===== src/rtl/da_dct_pkg.sv =====
package da_dct_pkg;
  typedef struct packed {
    logic truncEn;
    logic capture;
  } peStrobes_t;
endpackage


===== src/rtl/dape_rom_shift.sv =====
module dape_rom_shift #(
  parameter int IN_W       = 13,
  parameter int ROM_W      = 15,
  parameter int ACC_W      = 30,
  parameter int PLANE      = 0,
  parameter int TRUNC_BITS = 4,
  parameter int W0 = 0,
  parameter int W1 = 0,
  parameter int W2 = 0,
  parameter int W3 = 0
) (
  input  logic [3:0]              planeBits,
  input  logic                    truncEn,
  output logic signed [ACC_W-1:0] term
);
  localparam int SHIFT = IN_W - 1 - PLANE;
  localparam logic [ROM_W-1:0] LOW_MASK = ROM_W'((1 << TRUNC_BITS) - 1);

  function automatic logic signed [ROM_W-1:0] romEntry(input logic [2:0] addr);
    int s;
    s = W0 + (addr[0] ? W1 : -W1) + (addr[1] ? W2 : -W2) + (addr[2] ? W3 : -W3);
    return ROM_W'(s);
  endfunction

  logic [2:0]              romAddr;
  logic signed [ROM_W-1:0] rawWord;
  logic signed [ROM_W-1:0] usedWord;
  logic signed [ROM_W-1:0] signedWord;
  logic signed [ACC_W-1:0] scaled;

  always_comb begin
    romAddr    = ~(planeBits[3:1] ^ {3{planeBits[0]}});
    rawWord    = romEntry(romAddr);
    usedWord   = truncEn ? (rawWord & ~LOW_MASK) : rawWord;
    signedWord = planeBits[0] ? usedWord : -usedWord;
    scaled     = ACC_W'(signedWord) <<< SHIFT;
  end

  generate
    if (PLANE == 0) begin : g_signPlane
      assign term = -scaled;
    end else begin : g_magPlane
      assign term = scaled;
    end
  endgenerate
endmodule


===== src/rtl/dape_ctrl.sv =====
module dape_ctrl
  import da_dct_pkg::*;
#(
  parameter bit OUT_REG = 1'b1
) (
  input  logic       clk,
  input  logic       rstN,
  input  logic       inValid,
  input  logic       precMode,
  output peStrobes_t st,
  output logic       coefValid
);
  always_comb begin
    st.truncEn = precMode;
    st.capture = inValid;
  end

  generate
    if (OUT_REG) begin : g_reg
      always_ff @(posedge clk) begin
        if (!rstN) coefValid <= 1'b0;
        else       coefValid <= inValid;
      end

      AST_VALID_LAG: assert property (@(posedge clk) disable iff (!rstN)
        inValid |=> coefValid);
      AST_IDLE_NO_VALID: assert property (@(posedge clk) disable iff (!rstN)
        !inValid |=> !coefValid);
    end else begin : g_comb
      assign coefValid = inValid;
    end
  endgenerate
endmodule


===== src/rtl/dape_datapath.sv =====
module dape_datapath
  import da_dct_pkg::*;
#(
  parameter int IN_W       = 13,
  parameter int OUT_W      = 12,
  parameter int COEF_W     = 12,
  parameter int FRAC       = 11,
  parameter int TRUNC_BITS = 4,
  parameter bit OUT_REG    = 1'b1,
  parameter int W0 = 1004,
  parameter int W1 = 851,
  parameter int W2 = 569,
  parameter int W3 = 200
) (
  input  logic                    clk,
  input  logic                    rstN,
  input  peStrobes_t              st,
  input  logic signed [IN_W-1:0]  x1,
  input  logic signed [IN_W-1:0]  x2,
  input  logic signed [IN_W-1:0]  x3,
  input  logic signed [IN_W-1:0]  x4,
  output logic [OUT_W-1:0]        coefOut
);
  localparam int ROM_W = COEF_W + 3;
  localparam int ACC_W = IN_W + ROM_W + 2;
  localparam int SUM_W = W0 + W1 + W2 + W3;
  localparam logic signed [ACC_W-1:0] INIT_TERM = ACC_W'(SUM_W);
  localparam logic signed [ACC_W-1:0] RND_TERM  = ACC_W'(1) <<< FRAC;
  localparam logic signed [ACC_W-1:0] MAXV = ACC_W'((1 << (OUT_W - 1)) - 1);
  localparam logic signed [ACC_W-1:0] MINV = -MAXV - ACC_W'(1);

  logic signed [ACC_W-1:0] terms [IN_W];
  logic signed [ACC_W-1:0] planeSum;
  logic signed [ACC_W-1:0] acc;
  logic signed [ACC_W-1:0] rounded;
  logic [OUT_W-1:0]        coefNext;

  generate
    for (genvar k = 0; k < IN_W; k++) begin : g_plane
      dape_rom_shift #(
        .IN_W(IN_W), .ROM_W(ROM_W), .ACC_W(ACC_W), .PLANE(k),
        .TRUNC_BITS(TRUNC_BITS), .W0(W0), .W1(W1), .W2(W2), .W3(W3)
      ) u_unit (
        .planeBits({x4[IN_W-1-k], x3[IN_W-1-k], x2[IN_W-1-k], x1[IN_W-1-k]}),
        .truncEn(st.truncEn),
        .term(terms[k])
      );
    end
  endgenerate

  always_comb begin
    planeSum = '0;
    for (int k = 0; k < IN_W; k++) planeSum = planeSum + terms[k];
    acc     = planeSum - INIT_TERM;
    rounded = (acc + RND_TERM) >>> (FRAC + 1);
    if (rounded > MAXV)      coefNext = MAXV[OUT_W-1:0];
    else if (rounded < MINV) coefNext = MINV[OUT_W-1:0];
    else                     coefNext = rounded[OUT_W-1:0];
  end

  AST_TRUNC_GRAIN: assert property (@(posedge clk) disable iff (!rstN)
    st.truncEn |-> (planeSum[TRUNC_BITS-1:0] == '0));

  generate
    if (OUT_REG) begin : g_outReg
      always_ff @(posedge clk) begin
        if (!rstN)           coefOut <= '0;
        else if (st.capture) coefOut <= coefNext;
      end

      AST_HOLD_IDLE: assert property (@(posedge clk) disable iff (!rstN)
        !st.capture |=> $stable(coefOut));
      AST_ZERO_IN: assert property (@(posedge clk) disable iff (!rstN)
        (st.capture && !st.truncEn && x1 == '0 && x2 == '0 && x3 == '0 && x4 == '0)
        |=> (coefOut == '0));
    end else begin : g_outComb
      assign coefOut = coefNext;
    end
  endgenerate
endmodule


===== src/rtl/da_dct_pe.sv =====
module da_dct_pe
  import da_dct_pkg::*;
#(
  parameter int IN_W       = 13,
  parameter int OUT_W      = 12,
  parameter int COEF_W     = 12,
  parameter int FRAC       = 11,
  parameter int TRUNC_BITS = 4,
  parameter bit OUT_REG    = 1'b1,
  parameter int WEIGHT0 = 1004,
  parameter int WEIGHT1 = 851,
  parameter int WEIGHT2 = 569,
  parameter int WEIGHT3 = 200
) (
  input  logic             clk,
  input  logic             rstN,
  input  logic             inValid,
  input  logic             precMode,
  input  logic [IN_W-1:0]  sampleA,
  input  logic [IN_W-1:0]  sampleB,
  input  logic [IN_W-1:0]  sampleC,
  input  logic [IN_W-1:0]  sampleD,
  output logic [OUT_W-1:0] coefOut,
  output logic             coefValid
);
  peStrobes_t strobes;

  dape_ctrl #(.OUT_REG(OUT_REG)) u_ctrl (
    .clk(clk), .rstN(rstN), .inValid(inValid), .precMode(precMode),
    .st(strobes), .coefValid(coefValid)
  );

  dape_datapath #(
    .IN_W(IN_W), .OUT_W(OUT_W), .COEF_W(COEF_W), .FRAC(FRAC),
    .TRUNC_BITS(TRUNC_BITS), .OUT_REG(OUT_REG),
    .W0(WEIGHT0), .W1(WEIGHT1), .W2(WEIGHT2), .W3(WEIGHT3)
  ) u_dp (
    .clk(clk), .rstN(rstN), .st(strobes),
    .x1($signed(sampleA)), .x2($signed(sampleB)),
    .x3($signed(sampleC)), .x4($signed(sampleD)),
    .coefOut(coefOut)
  );
endmodule


===== config.mk =====
export PLATFORM = sky130hd
export DESIGN_NAME = da_dct_pe
export DESIGN_NICKNAME = d
export VERILOG_FILES = /design/src/rtl/da_dct_pkg.sv /design/src/rtl/dape_rom_shift.sv /design/src/rtl/dape_ctrl.sv /design/src/rtl/dape_datapath.sv /design/src/rtl/da_dct_pe.sv
export SDC_FILE = /design/constraint.sdc
export NUM_CORES = 1
export LEC_CHECK = 0
export ABC_AREA = 1
export BUFFER_PORTS_ARGS = -buffer_cell sky130_fd_sc_hd__clkbuf_2
export CAP_MARGIN = 15
export CORE_MARGIN = 3
export CORE_UTILIZATION = 40
export CTS_BUF_LIST = sky130_fd_sc_hd__clkbuf_8
export CTS_CLUSTER_DIAMETER = 150
export DETAILED_ROUTE_END_ITERATION = 6
export PLACE_DENSITY = 0.53
export SETUP_SLACK_MARGIN = 0.3
export SLEW_MARGIN = 20
export SYNTH_ARGS = -nofsm -noshare
export SYNTH_HDL_FRONTEND = slang
export SYNTH_SLANG_ARGS = --single-unit

===== constraint.sdc =====
create_clock -name clk -period 15.35 [get_ports clk]
set_input_delay 0 -clock clk [delete_from_list [all_inputs] [get_ports clk]]
set_output_delay 0 -clock clk [all_outputs]
set_load 0.02 [all_outputs]

==> summary.txt <==
Outcome - complete, no violations
Clock latency reported for the late side of the worst-skew pair - 240 ps
Post-Synthesis Cells - 2944
Worst-case clock buffer depth - 2
Most frequent CP cell - sky130_fd_sc_hd__inv_1
# diodes - 0
# nets final - 3699
Finish-stage setup viols - 0
Category of the most critical setup path - in -> reg
Overall track demand over capacity in global routing - 18.1%
First-pass GRT wire length - 85600 µm
Number of buffers added for setup after CTS - 0
Worst path buffer plus inverter count - 11
Crit start category - input pin
Crit path launch - sampleA[1]
Detailed-route via count - 17500
# rows - 83
Post-CTS Hold Fix Bufs - 0
Routability congestion estimate - 0.898
Number of slew-limit violations in the final report - 0
Post-synth EDFFs - 0
Relative area change from synthesis to final layout - 5.04%
Final cycle utilization of the critical path - 66.0%
Proportion of layout cells with a drive suffix above 1 - 7.58%
Summed instance area of the synthesized netlist - 21200 µm²
Post-synthesis cell type count - 51
Pin count of the biggest net entering global routing - 28
Largest cells by area after synthesis - sky130_fd_sc_hd__ha_1, sky130_fd_sc_hd__fa_1, sky130_fd_sc_hd__inv_1
Top cell family by delay on the critical path - adder cells
Most common cell in the netlist - sky130_fd_sc_hd__inv_1
Total Die Area - 55900 µm²
Worst hold path class - in -> reg
Destination of the critical timing path - u_dp.coefOut[5]
Sort of element at the end of the critical path - flip-flop
Accumulated negative setup slack - 0 ps
DIE HEIGHT - 236 µm
Slew margin rel. - 40.1%
WL/cell - 13.8 µm
Worst-case register-to-register setup slack - 14660 ps
Number of top-level pins - 69
Highest cell delay on the worst timing path - 950 ps
Number of resized instances in the post-cts repair step - 0
Worst hold start - rstN
Initial drt markers - 691
Final critical-path required period - 10130 ps
Register bit total from synthesis - 13
Wire length after detailed routing - 50400 µm
Required time at the endpoint of the critical path - 15440 ps
Final HPWL from detailed placement - 45400 µm
Via count of the first global-routing pass - 17600
Width of the chip - 236 µm
Clock transition time at the flip-flop clock pins of the worst setup and hold paths - 50 ps
Number of detailed-routing iterations run before antenna repair - 5
Unrepaired setup endpoints after global routing - false
Synthesized Nets - 3659
Clock tree from TritonCTS - built
Most instantiated cells after synthesis - sky130_fd_sc_hd__inv_1, sky130_fd_sc_hd__nand2_1, sky130_fd_sc_hd__ha_1
Core ar. - 51900 µm²
Clk sinks - 13
Synthesized area divided by synthesized cell count - 7.21 µm²
Cell depth of the worst flop-to-flop path - 2
Max Clock Skew - 0 ps
Data arrival time of the worst path - 10220 ps
ANT nets after route - 0
GRT overflow - 0
Number of remaining DRC errors - 0
Crit Reg-Reg Startpoint - u_dp.coefOut[6]
Cell with the largest stage delay on the worst path - sky130_fd_sc_hd__fa_1
Highest clock frequency the design can meet - 98.7 MHz
Library cell with the largest summed area after synthesis - sky130_fd_sc_hd__ha_1
Starting Density - 40.9%
Slew @ Worst Pin - 893 ps
Terminus of the critical flop-to-flop path - u_dp.coefOut[6]
Antenna violations before repair - 0
CP Max Fanout - 11
Sequential element share of the synthesized area - 1.23%
Fraction of synthesis flops using an asynchronous set or reset pin - 0%
Routed vias/inst - 4.77
Clock H-tree levels - 1
Hold Fails Final Rpt - 0
Total clock buffers created by CTS - 3
Clock root buffer - sky130_fd_sc_hd__clkbuf_8
Flip-flop cell with the highest count after synthesis - sky130_fd_sc_hd__dfxtp_1
CP Depth - 43
Synthesis warning total - 0
Portion of synthesized cell area occupied by the leading cell type - 26.2%
Buffers added on ports - 68
Total of max-cap violations - 0
[how the worst min path moves through the flow]
| stage | to | slack (ps) | depth (start not counted) |
|---|---|---|---|
| global route | u_ctrl.coefValid | 120 | 3 |
| global placement | u_ctrl.coefValid | 360 | 3 |
| detailed placement | u_ctrl.coefValid | 370 | 3 |
| floorplan | u_dp.coefOut[5] | 140 | 2 |
| CTS | u_ctrl.coefValid | 110 | 3 |
| finish | u_ctrl.coefValid | 110 | 3 |
[worst reg2reg max path, cell delays in order (launching register included)]
cell and delay, ps:
sky130_fd_sc_hd__dfxtp_1 300, sky130_fd_sc_hd__o21ai_0 210, sky130_fd_sc_hd__a21oi_2 40
[through the flow]
step | utilization (%) | instance area [µm²] | worst slack (ps) | cells | hold WS (ps)
after CTS | 42.9 | 22300 | 5170 | 3663 | 109
after global routing | 42.9 | 22300 | 4290 | 3663 | 122
after floorplan | - | 21200 | 6220 | 2944 | 138
after detailed placement | 42.8 | 22200 | 4940 | 3659 | 367
final | 42.9 | 22300 | 5220 | 3663 | 111
after global placement | 42.8 | 22200 | 5240 | 3659 | 358
[logic make-up after synthesis]
logic type / after synthesis / share of synthesized area [%]
AO/OA/AOI/OAI: 257 / 6.86
XOR/XNOR: 256 / 10.6
adder cells (fa/ha/maj): 659 / 46.5
buffers and inverters: 708 / 12.8
flip-flops: 13 / 1.23
AND/OR/NAND/NOR: 1051 / 22.1
[area by class of cell]
class                   count  area, µm²
repair buffers             70        355
clock inverters             1       3.75
inverters                 673       2530
flip-flops and latches     13        260
well taps                 680        851
clock buffers               3       41.3
fillers                  5396      29600
multi-input cells        2223      18300
[metal layers]
layer  part of all wire, %  vias to the layer above  GRT usage [%]
li1                      -                     9078              -
met1                    49                     8101           25.2
met2                    46                      253           31.5
met3                   2.7                       49          0.795
met4                   1.7                        0           2.77
met5                     0                        -              0
[registers in the layout, indices dropped and copies added (netlist names)]
name	cells
u_ctrl.coefValid	1
u_dp.coefOut	12
[cells in the final DEF (no fill, tap or decap), types with 2 or more instances in the layout]
| cell | Yosys | final |
|---|---|---|
| sky130_fd_sc_hd__nand2_1 | 546 | 546 |
| sky130_fd_sc_hd__nor2_1 | 201 | 201 |
| sky130_fd_sc_hd__a21oi_1 | 132 | 132 |
| sky130_fd_sc_hd__and2_1 | 2 | 2 |
| sky130_fd_sc_hd__clkinv_1 | 4 | 4 |
| sky130_fd_sc_hd__inv_2 | 5 | 5 |
| sky130_fd_sc_hd__nor2_4 | 5 | 5 |
| sky130_fd_sc_hd__a21o_1 | 14 | 14 |
| sky130_fd_sc_hd__o21a_1 | 2 | 2 |
| sky130_fd_sc_hd__nand4_1 | 31 | 31 |
| sky130_fd_sc_hd__dfxtp_1 | 13 | 13 |
| sky130_fd_sc_hd__a21boi_0 | 5 | 5 |
| sky130_fd_sc_hd__o21bai_1 | 4 | 4 |
| sky130_fd_sc_hd__clkbuf_2 | 0 | 68 |
| sky130_fd_sc_hd__ha_1 | 444 | 444 |
| sky130_fd_sc_hd__a21oi_2 | 13 | 13 |
| sky130_fd_sc_hd__buf_4 | 1 | 2 |
| sky130_fd_sc_hd__nand3_1 | 90 | 90 |
| sky130_fd_sc_hd__and3_1 | 2 | 2 |
| sky130_fd_sc_hd__o21ai_1 | 6 | 6 |
| sky130_fd_sc_hd__nor3_2 | 7 | 7 |
| sky130_fd_sc_hd__nor3_1 | 24 | 24 |
| sky130_fd_sc_hd__xor2_1 | 139 | 139 |
| sky130_fd_sc_hd__a31oi_1 | 9 | 9 |
| sky130_fd_sc_hd__inv_1 | 664 | 665 |
| sky130_fd_sc_hd__or2_2 | 74 | 74 |
| sky130_fd_sc_hd__nand3b_1 | 15 | 15 |
| sky130_fd_sc_hd__nor2_2 | 8 | 8 |
| sky130_fd_sc_hd__xnor2_1 | 117 | 117 |
| sky130_fd_sc_hd__o21ai_0 | 59 | 59 |
| sky130_fd_sc_hd__o2111ai_1 | 9 | 9 |
| sky130_fd_sc_hd__nand3_2 | 8 | 8 |
| sky130_fd_sc_hd__fa_1 | 215 | 215 |
| sky130_fd_sc_hd__clkbuf_8 | 0 | 3 |
| sky130_fd_sc_hd__nand2_2 | 27 | 27 |
| sky130_fd_sc_hd__nand2_4 | 2 | 2 |
Power is not shown: default switching activity piles up to over one toggle a cycle in this logic, so the estimate is an artifact.
